$ cat config.mk
export PLATFORM = sky130hd
export DESIGN_NAME = hd_txtime
export DESIGN_NICKNAME = d
export VERILOG_FILES = /design/src/rtl/hdt_pkg.sv /design/src/rtl/hdt_lfsr.sv /design/src/rtl/hdt_backoff.sv /design/src/rtl/hdt_defer.sv /design/src/rtl/hd_txtime.sv
export SDC_FILE = /design/constraint.sdc
export NUM_CORES = 1
export LEC_CHECK = 0
export ABC_AREA = 1
export BUFFER_PORTS_ARGS = -buffer_cell sky130_fd_sc_hd__clkbuf_2
export CAP_MARGIN = 10
export CORE_MARGIN = 10
export CORE_UTILIZATION = 40
export CTS_CLUSTER_SIZE = 24
export DETAILED_ROUTE_END_ITERATION = 8
export PLACE_DENSITY = 0.54
export SLEW_MARGIN = 10
export SYNTH_ARGS = -nofsm -noshare
export SYNTH_HDL_FRONTEND = slang
export SYNTH_HIERARCHICAL = 1
export SYNTH_SLANG_ARGS = --single-unit
$ cat constraint.sdc
create_clock -name clk -period 2.8 [get_ports clk]
set_input_delay 0.28 -clock clk [delete_from_list [all_inputs] [get_ports clk]]
set_output_delay 0.28 -clock clk [all_outputs]
set_load 0.05 [all_outputs]
$ cat src/rtl/hdt_pkg.sv
package hdt_pkg;

  typedef enum logic [1:0] {
    ST_IDLE    = 2'd0,
    ST_BACKOFF = 2'd1,
    ST_DEFER   = 2'd2,
    ST_GRANT   = 2'd3
  } hdt_state_e;

  // exponent cap for each backoff-limit select value
  function automatic logic [3:0] bo_cap(input logic [1:0] sel);
    case (sel)
      2'd0:    bo_cap = 4'd10;
      2'd1:    bo_cap = 4'd8;
      2'd2:    bo_cap = 4'd4;
      default: bo_cap = 4'd1;
    endcase
  endfunction

endpackage

$ cat src/rtl/hdt_lfsr.sv
module hdt_lfsr #(
  parameter int               W    = 10,
  parameter logic [W-1:0]     TAPS = 10'h240,
  parameter logic [W-1:0]     SEED = 10'h1a5
) (
  input  logic         clk,
  input  logic         rst_n,
  output logic [W-1:0] rnd
);
  logic [W-1:0] q;
  logic         fb;

  assign fb  = ^(q & TAPS);
  assign rnd = q;

  always_ff @(posedge clk or negedge rst_n) begin
    if (!rst_n) q <= SEED;
    else        q <= {q[W-2:0], fb};
  end

  // a nonzero seed must never decay to the stuck all-zero state
  p_lfsr_alive_r4: assert property (@(posedge clk) disable iff (!rst_n)
    q != '0);
endmodule

$ cat src/rtl/hdt_backoff.sv
module hdt_backoff
  import hdt_pkg::*;
#(
  parameter int SLOT_BITS = 512,
  parameter int ATT_W     = 5,
  parameter int W         = 10,
  localparam int BW       = $clog2(SLOT_BITS)
) (
  input  logic             clk,
  input  logic             rst_n,
  input  logic             load,
  input  logic [1:0]       sel,
  input  logic [ATT_W-1:0] attempt,
  input  logic [W-1:0]     rnd,
  input  logic             run,
  input  logic             tick,
  output logic             zero
);
  localparam logic [BW-1:0] BIT_LAST = BW'(SLOT_BITS - 1);

  // k = min(n, cap)
  function automatic int bo_exp(input logic [1:0] s, input logic [ATT_W-1:0] n);
    int cap;
    cap = int'(bo_cap(s));
    bo_exp = (int'(n) < cap) ? int'(n) : cap;
  endfunction

  // low k bits set
  function automatic logic [W-1:0] low_mask(input int k);
    logic [W-1:0] m;
    m = '0;
    for (int i = 0; i < W; i++) if (i < k) m[i] = 1'b1;
    low_mask = m;
  endfunction

  logic [W-1:0]  slots;
  logic [BW-1:0] bitcnt;
  logic [W-1:0]  bo_mask;
  logic          slot_end;

  assign bo_mask  = low_mask(bo_exp(sel, attempt));
  assign zero     = (slots == '0);
  assign slot_end = run && tick && !zero && (bitcnt == BIT_LAST);

  always_ff @(posedge clk or negedge rst_n) begin
    if (!rst_n) begin
      slots  <= '0;
      bitcnt <= '0;
    end else if (load) begin
      slots  <= rnd & bo_mask;
      bitcnt <= '0;
    end else if (slot_end) begin
      slots  <= slots - 1'b1;
      bitcnt <= '0;
    end else if (run && tick && !zero) begin
      bitcnt <= bitcnt + 1'b1;
    end
  end

  p_load_bound_r4: assert property (@(posedge clk) disable iff (!rst_n)
    load |=> ((slots & ~$past(bo_mask)) == '0));
  p_slots_nonincr_r4: assert property (@(posedge clk) disable iff (!rst_n)
    !load |=> (slots <= $past(slots)));
endmodule

$ cat src/rtl/hdt_defer.sv
module hdt_defer #(
  parameter int DEFER_LIMIT = 24288,
  parameter int IFG_TICKS   = 96,
  localparam int TW         = $clog2(DEFER_LIMIT + 1),
  localparam int GW         = $clog2(IFG_TICKS)
) (
  input  logic clk,
  input  logic rst_n,
  input  logic clear,
  input  logic run,
  input  logic tick,
  input  logic crs,
  input  logic chk_en,
  output logic gap_done,
  output logic expire
);
  localparam logic [TW-1:0] T_LIMIT  = TW'(DEFER_LIMIT);
  localparam logic [GW-1:0] GAP_LAST = GW'(IFG_TICKS - 1);

  logic [TW-1:0] timer;
  logic [GW-1:0] gap;
  logic          crs_q;
  logic          crs_rise;
  logic          step;

  assign crs_rise = crs && !crs_q;
  assign step     = run && !clear && !crs_rise && tick;
  assign gap_done = step && !crs && (gap == GAP_LAST);
  assign expire   = step && chk_en && (timer == T_LIMIT);

  always_ff @(posedge clk or negedge rst_n) begin
    if (!rst_n) crs_q <= 1'b0;
    else        crs_q <= crs;
  end

  always_ff @(posedge clk or negedge rst_n) begin
    if (!rst_n) begin
      timer <= '0;
      gap   <= '0;
    end else if (clear || (run && crs_rise)) begin
      timer <= '0;
      gap   <= '0;
    end else if (step) begin
      if (timer != T_LIMIT) timer <= timer + 1'b1;
      if (crs)                   gap <= '0;
      else if (gap != GAP_LAST)  gap <= gap + 1'b1;
    end
  end

  p_timer_bound_r6: assert property (@(posedge clk) disable iff (!rst_n)
    timer <= T_LIMIT);
  p_restart_r7: assert property (@(posedge clk) disable iff (!rst_n)
    (run && crs_rise) |=> (timer == '0));
endmodule

$ cat src/rtl/hd_txtime.sv
module hd_txtime
  import hdt_pkg::*;
#(
  parameter int               SLOT_BITS   = 512,
  parameter int               DEFER_LIMIT = 24288,
  parameter int               IFG_TICKS   = 96,
  parameter int               ATT_W       = 5,
  parameter int               LFSR_W      = 10,
  parameter logic [LFSR_W-1:0] LFSR_TAPS  = 10'h240,
  parameter logic [LFSR_W-1:0] LFSR_SEED  = 10'h1a5
) (
  input  logic             clk,
  input  logic             rst_n,
  input  logic             bit_tick,
  input  logic             crs,
  input  logic             tx_req,
  input  logic             retry,
  input  logic [ATT_W-1:0] attempt_n,
  input  logic [1:0]       bo_sel,
  input  logic             defer_chk_en,
  input  logic             full_duplex,
  output logic             tx_ok,
  output logic             bo_busy,
  output logic             defer_err,
  output logic             tx_abort
);
  hdt_state_e      state, state_nx;
  logic            req_q;
  logic            req_rise;
  logic            hd_active;
  logic            retry_take;
  logic            bo_load;
  logic            bo_zero;
  logic            df_clear;
  logic            df_run;
  logic            gap_done;
  logic            df_expire;
  logic            defer_abort;
  logic            err_q;
  logic [LFSR_W-1:0] rnd;

  assign req_rise    = tx_req && !req_q;
  assign hd_active   = tx_req && !full_duplex;
  assign retry_take  = hd_active && retry && (state != ST_IDLE);
  assign bo_load     = retry_take && (attempt_n != '0);
  assign df_run      = (state == ST_DEFER);
  assign df_clear    = (retry_take && (attempt_n == '0)) ||
                       (hd_active && !retry_take &&
                        (((state == ST_IDLE) && req_rise) ||
                         ((state == ST_BACKOFF) && bo_zero)));
  assign defer_abort = hd_active && !retry_take && df_run && df_expire && !gap_done;

  hdt_lfsr #(.W(LFSR_W), .TAPS(LFSR_TAPS), .SEED(LFSR_SEED)) lfsr_i (
    .clk(clk), .rst_n(rst_n), .rnd(rnd)
  );

  hdt_backoff #(.SLOT_BITS(SLOT_BITS), .ATT_W(ATT_W), .W(LFSR_W)) bo_i (
    .clk(clk), .rst_n(rst_n), .load(bo_load), .sel(bo_sel), .attempt(attempt_n),
    .rnd(rnd), .run(state == ST_BACKOFF), .tick(bit_tick), .zero(bo_zero)
  );

  hdt_defer #(.DEFER_LIMIT(DEFER_LIMIT), .IFG_TICKS(IFG_TICKS)) df_i (
    .clk(clk), .rst_n(rst_n), .clear(df_clear), .run(df_run), .tick(bit_tick),
    .crs(crs), .chk_en(defer_chk_en), .gap_done(gap_done), .expire(df_expire)
  );

  always_comb begin
    state_nx = state;
    if (!hd_active)      state_nx = ST_IDLE;
    else if (bo_load)    state_nx = ST_BACKOFF;
    else if (df_clear)   state_nx = ST_DEFER;
    else begin
      case (state)
        ST_DEFER: begin
          if (gap_done)         state_nx = ST_GRANT;
          else if (defer_abort) state_nx = ST_IDLE;
        end
        default: state_nx = state;
      endcase
    end
  end

  always_ff @(posedge clk or negedge rst_n) begin
    if (!rst_n) begin
      state <= ST_IDLE;
      req_q <= 1'b0;
      err_q <= 1'b0;
    end else begin
      state <= state_nx;
      req_q <= tx_req;
      err_q <= defer_abort;
    end
  end

  assign tx_ok     = full_duplex || (state == ST_GRANT);
  assign bo_busy   = (state == ST_BACKOFF);
  assign defer_err = err_q;
  assign tx_abort  = err_q;

  p_fd_no_backoff_r2: assert property (@(posedge clk) disable iff (!rst_n)
    ($past(full_duplex) && full_duplex) |-> !bo_busy);
  p_grant_quiet_r3: assert property (@(posedge clk) disable iff (!rst_n)
    ($rose(tx_ok) && !full_duplex && $past(!full_duplex)) |-> $past(!crs));
  p_err_pulse_r6: assert property (@(posedge clk) disable iff (!rst_n)
    defer_err |=> !defer_err);
  p_abort_idle_r9: assert property (@(posedge clk) disable iff (!rst_n)
    tx_abort |-> (state == ST_IDLE));
  p_drop_idle_r10: assert property (@(posedge clk) disable iff (!rst_n)
    !tx_req |=> (state == ST_IDLE));
endmodule

After elaboration in Yosys (flattened, before gate mapping)
Index checks and enable logic that the tools add are counted.
- latch bits: 0
- register bits after elaboration: 56
- memories kept: 0
- memory bits (writable): 0
- bits in read-only memories: 0
- output and inout bits: 4
- input port bits: 15
- word-level logic and storage cells: 120
- eq/ne operators: 12
- $add $sub $neg: 4
- order comparisons: 11
- shift-type cells: 0
- bitwise gates (word level): 1
- $mul: 0
- reduce and logical (&&, ||, !) cells: 53
- muxes and demuxes: 30
- divide/modulo/power cells: 0
- operators with widths (cell ; number):
    4-bit by 32-bit < comparator with 1-bit output (first input constant) ; 4
    3-bit by 32-bit < comparator with 1-bit output (first input constant) ; 2
    5-bit by 32-bit < comparator with 1-bit output (first input constant) ; 2
    15-bit two-way mux ; 3
    1-bit by 32-bit < comparator with 1-bit output (first input constant) ; 1
    2-bit by 32-bit < comparator with 1-bit output (first input constant) ; 1
    7-bit two-way mux ; 4
    9-bit two-way mux ; 3
    1-bit logical AND ; 25
    10-bit two-way mux ; 2
    15-bit by 1-bit adder with 15-bit output (second input constant) ; 1
    15-bit == test (second input constant) ; 1
    15-bit != test (second input constant) ; 1
    2-bit two-way mux ; 6
    4-bit one-hot mux with 3 select lines ; 1
    10-bit AND ; 1
    10-bit zero test ; 1
    1-bit two-way mux ; 10
    10-bit XOR reduction ; 1
    10-bit by 1-bit subtractor with 10-bit output (second input constant) ; 1
    9-bit by 1-bit adder with 9-bit output (second input constant) ; 1
    9-bit == test (second input constant) ; 1
    1-bit zero test ; 9
    2-bit nonzero test ; 4
    15 further kinds ; 25

Logic depth before layout (Yosys ltp)
- depth after elaboration: 22
- gate-level depth with buffers: 22
- mapped depth without buffers: 22

Cells and area by module
The synthesis kept the hierarchy.
- by module, submodules not included (module ; seq. area each (µm²) ; cells an instance ; instances ; area each (µm²)):
    hdt_defer ; 575.6 ; 221 ; 1 ; 1640.3
    hdt_backoff ; 475.5 ; 232 ; 1 ; 1599.0
    hd_txtime ; 100.1 ; 54 ; 1 ; 347.8
    hdt_lfsr ; 256.5 ; 15 ; 1 ; 275.3

Worst setup path after synthesis
Ideal clock, no wire load.
- kind: reg-to-reg
- start point: register bo_i.slots[0]
- end point: register state[0]
- buffers on the path: 0
- stages on the path, launching flop included: 23
- required time: 2.682 ns
- library setup time: 0.118 ns
- period minus slack after synthesis: 2.232 ns
- setup slack: 0.568 ns
- arrival: 2.114 ns
- cell sequence: dfrtp_1 -> inv_1 -> ha_1 -> nand2_2 -> nor2_4 -> nand3_4 -> inv_1 -> nand3_1 -> nand2_1 -> nand3_1 -> nand2_2 -> nor2_2 -> nand3_2 -> nor2_1 -> inv_1 -> nand3_1 -> nor2_1 -> nand2_1 -> nand2_1 -> nand2_2 -> nand2_1 -> nand2_1 -> nand2_1
- longest elaborated chain between the ends: 16
- elaborated cells on any way between the ends: 24
- those cells by class: eq/ne: 2; mux: 5; reduce/logical: 17
- RTL lines (item ; RTL line ; RTL):
    from (decl) ; hdt_backoff.sv:36 ; logic [W-1:0] slots;
    from (signal assigned) ; hdt_backoff.sv:50 ; slots <= rnd & bo_mask;
    from (signal assigned) ; hdt_backoff.sv:53 ; slots <= slots - 1'b1;
    10-bit zero test * ; hdt_backoff.sv:42 ; assign zero = (slots == '0);
    via bo_zero ; hd_txtime.sv:33 ; logic bo_zero;
    1-bit logical AND * ; hd_txtime.sv:50 ; ((state == ST_BACKOFF) && bo_zero)));
    1-bit logical OR * ; hd_txtime.sv:49 ; (((state == ST_IDLE) && req_rise) ||
    1-bit logical AND * ; hd_txtime.sv:48 ; (hd_active && !retry_take &&
    1-bit logical OR * ; hd_txtime.sv:47 ; assign df_clear = (retry_take && (attempt_n == '0)) ||
    via df_clear ; hd_txtime.sv:34 ; logic df_clear;
    1-bit zero test * ; hdt_defer.sv:27 ; assign step = run && !clear && !crs_rise && tick;
    1-bit logical AND * (3 in series) ; hdt_defer.sv:27 ;
    1-bit logical AND * (2 in series) ; hdt_defer.sv:28 ; assign gap_done = step && !crs && (gap == GAP_LAST);
    via gap_done ; hd_txtime.sv:36 ; logic gap_done;
    2-bit two-way mux ; hd_txtime.sv:75 ; if (gap_done) state_nx = ST_GRANT;
    2-bit two-way mux ; hd_txtime.sv:73 ; case (state)
    2-bit two-way mux ; hd_txtime.sv:71 ; else if (df_clear) state_nx = ST_DEFER;
    2-bit two-way mux ; hd_txtime.sv:70 ; else if (bo_load) state_nx = ST_BACKOFF;
    2-bit two-way mux ; hd_txtime.sv:69 ; if (!hd_active) state_nx = ST_IDLE;
    to (signal assigned) ; hd_txtime.sv:89 ; state <= state_nx;
    to (decl) ; hd_txtime.sv:27 ; hdt_state_e state, state_nx;
The timed path passes the listed nets; every way through them passes the cells marked *. The select of a mux whose other input is x is not followed.
A chain may end at the register's enable or synchronous reset.

Final worst setup path
- start point: register bo_i.slots[0]
- end point: register state[0]
- elaborated cells on any way between the ends: 24
- those cells by class: eq/ne: 2; mux: 5; reduce/logical: 17
- RTL lines (item ; RTL line ; RTL):
    10-bit zero test ; hdt_backoff.sv:42 ;
    via bo_zero ; hd_txtime.sv:33 ;
    1-bit logical AND ; hd_txtime.sv:50 ;
    1-bit logical OR ; hd_txtime.sv:49 ;
    1-bit logical AND ; hd_txtime.sv:48 ;
    1-bit logical OR ; hd_txtime.sv:47 ;
    via df_clear ; hd_txtime.sv:34 ;
    1-bit zero test ; hdt_defer.sv:27 ;
    1-bit logical AND (3 in series) ; hdt_defer.sv:27 ;
    1-bit logical AND (2 in series) ; hdt_defer.sv:29 ; assign expire = step && chk_en && (timer == T_LIMIT);
    via df_expire ; hd_txtime.sv:37 ; logic df_expire;
    1-bit logical AND (2 in series) ; hd_txtime.sv:51 ; assign defer_abort = hd_active && !retry_take && df_run && df_expire && !gap_done;
    5-bit by 1-bit != test with 1-bit output (no line) ; - ;
    2-bit AND reduction (no line) ; - ;
The timed path passes the listed nets, and every way through them passes these cells. The select of a mux whose other input is x is not followed.

==> impl_results.md <==
- Outcome: complete, no violations
- Avg Cell Area, Syn: 7.40 um^2
- Initial DRC Count: 162
- P_leak: 0.00198 uW
- Synth Cell Area: 3860 um^2
- Placeable Area: 9330 um^2
- R2r setup slk: 0.34 ns
- CP cell instances: inv_1 -> ha_2 -> nand2_2 -> nor2_4 -> nand3_4 -> inv_1 -> nand3_1 -> nand2_1 -> nand3_1 -> nand2_2 -> inv_1 -> nand3_1 -> nor4_1 -> nand3_1 -> nor2_1 -> nand2_1 -> nand2_1 -> nand2_2 -> nand4_1 -> nand2_1
- Peak VDD IR: 269 uV
- CP peak stage delay: 0.38 ns
- RR Startpoint: bo_i/slots[0]$_DFFE_PN0P_
- GRT Total Usage: 11.5%
- Fin. Hold Viols: 0
- Slew HR: 52.3%
- Largest net degree at the start of global routing: 57
- Most frequent cells in the layout: nand2_1 (127), inv_1 (64), nor2_1 (63)
- Final max-slew violation count: 0
- Clock tree sinks: 56
- DRC: 0
- Antenna violations before repair: 0
- Post-Syn Instances: 522
- Worst-path fanout max: 4
- Drt total wl: 7.87 mm
- Synth cell types: 44
- Worst-Margin Slew: 0.715 ns
- Kind of end point of the critical path: flop
- Clock-pin slew on the worst setup and hold paths: 0.11 ns
- Setup-failing EPs final: 0
- DP Worst Slack: 0.265 ns
- CTS H-tree depth: 2
- Register area share after synthesis: 36.4%
- Vias: 3210
- Area leader, netlist: dfrtp_1
- Capture point of the worst reg-to-reg path: state[0]$_DFFE_PN0P_
- Design area: 4170 um^2
- Height of the die: 118 um
- Total CTS buffers: 5
- Worst Path Arrival: 2.68 ns
- Period utilization: 87.9%
- GR Overflow Total: 0
- Yosys reg bits: 56
- Die Span X: 118 um
- Final #Nets: 561
- Power Dens Cells: 519 nW/um^2
- Syn_nets: 546
- Yosys top cell area share: 33.0%
- Area growth, synth to finish: 7.87%
- Max Clk Rate: 0.406 GHz
- Clk_lat worst skew: 0.31 ns
- Worst Setup SP: bo_i/slots[0]$_DFFE_PN0P_
- RD Place Congestion: 0.854
- Max-cap violations: 0
- Total negative setup slack: 0 ns
- Antenna viol nets, final: 0
- Vias in the first global route: 3087
- Multi-input logic area: 2090 um^2
- Reg2reg path depth: 20
- CTS tree: yes
- Primary FF master, synth: dfrtp_1
- Startpoint types: flop
- Drt first pass iters: 4
- Share of cells above drive strength 1: 19.3%
- Worst Slack Setup Final: 0.338 ns
- Hold Path Class: in -> async
- Filler cells: 943
- Resize count post-CTS: 0
- Post-DP HPWL: 5.82 mm
- Minimum clock period: 2.46 ns
- First-pass GRT wire length: 14.0 mm
- Worst clock skew: 0.0145 ns
- I/O Pins: 19
- Unrepaired setup endpoints after global routing: false
- Drt wl/cell: 11.8 um
- Critical path class: reg -> reg
- Post-synth EDFFs: 0
- Diode count: 0
- Via density: 4.81
- Most common cell after layout, fill and taps aside: nand2_1
- Placed Area: 4040 um^2
- Starting density of the core: 41.4%
- Root Driver: clkbuf_8
- Max clock buf depth: 2
- Buffers on Ports: 18
- Die ar.: 14000 um^2
- Register area: 1410 um^2
- Final core occ: 44.7%
- # hold bufs at CTS: 0
- Setup bufs post-CTS: 0
- Yosys warnings: 6
- Async SR Flop Fraction: 100%
- Worst path required time: 3.02 ns
- Top area cells in the synthesized netlist: dfrtp_1 (33%), nand2_1 (12%), nand3_1 (6.2%)
- Rows: 35
- CP max-delay cell: dfrtp_1
==> final cells by class <==
cell class	instances	area share (%)
tap	129	3.87
sequential	56	33.8
timing repair buffer	20	2.82
multi-input combinational	381	50.2
clock buffer	5	1.65
clock inverter	3	1.02
inverter	73	6.67
==> kinds of logic (layout without fill, tap and decap cells) <==
group	count (synthesis)	after routing	share of synthesized area, %
adders and majority gates	9	9	2.92
and+or+nand+nor	305	305	38.6
AOI/OAI and AO/OA	56	56	9.72
DFF	56	56	36.4
buffers and inverters	85	101	9.82
xor gates and xnor gates	11	11	2.49
==> critical path, delay by kind of cell (launching register included) <==
family / cells / cell delay [ns]
DFF: 1 / 0.38
buffers and inverters: 3 / 0.21
adders and majority gates: 1 / 0.21
and+or+nand+nor: 16 / 1.55
==> Yosys cell counts (2+ instances only) <==
cell      count
buf_4         2
nand4_1      13
nand3_2       7
xnor2_1       3
o21ai_2      18
nor2_4        2
nor3_1        2
xor2_1        8
clkbuf_1      3
ha_1          9
nand3_1      48
nand2_4       4
dfstp_2       5
nand3b_1      6
inv_1        64
or2_2         2
o21ai_0      12
nand2_2      11
nor3_2        3
buf_6         4
and3_1        2
nand2_1     127
buf_2         2
inv_2         7
nand3_4       2
o21ai_1       7
dfrtp_1      51
a21oi_1      14
nor2_2        7
nor2_1       63
==> state kept, by name, summed over array words and instances (netlist names) <==
| register | flops |
|---|---|
| df_i/timer | 15 |
| bo_i/slots | 10 |
| lfsr_i/rnd | 10 |
| bo_i/bitcnt | 9 |
| df_i/gap | 7 |
| state | 2 |
| defer_err | 1 |
| df_i/crs_q | 1 |
| req_q | 1 |
==> worst max path at each step <==
stage / to / cells after the start
floorplan: state[0]$_DFFE_PN0P_ / 22
global placement: state[1]$_DFFE_PN0P_ / 20
detailed placement: state[1]$_DFFE_PN0P_ / 20
CTS: state[0]$_DFFE_PN0P_ / 22
global route: state[0]$_DFFE_PN0P_ / 22
finish: state[0]$_DFFE_PN0P_ / 20
==> routing by layer <==
metal / vias to the layer above / track usage [%] / share of wire, %
li1: 1700 / - / -
met1: 1471 / 14.3 / 48
met2: 27 / 19.8 / 48
met3: 12 / 1.90 / 2.2
met4: 0 / 3.09 / 1.3
met5: - / 0 / 0
==> metrics by stage <==
stage                     instances  hold WS, ns  total power, uW
final                           667        0.105             2160
after global routing            667        0.115             2340
after CTS                       667        0.114             2190
after detailed placement        659        0.357             1650
after global placement          659        0.355             1630
after floorplan                 522      -0.0156             1510
==> power by group <==
group | total, uW | switching, uW | internal [uW]
Combinational | 583 | 342 | 240
Sequential | 1040 | 120 | 925
Clock | 536 | 271 | 265
Total | 2160 | 733 | 1430
Note: power is estimated with default switching activity, not from simulation.
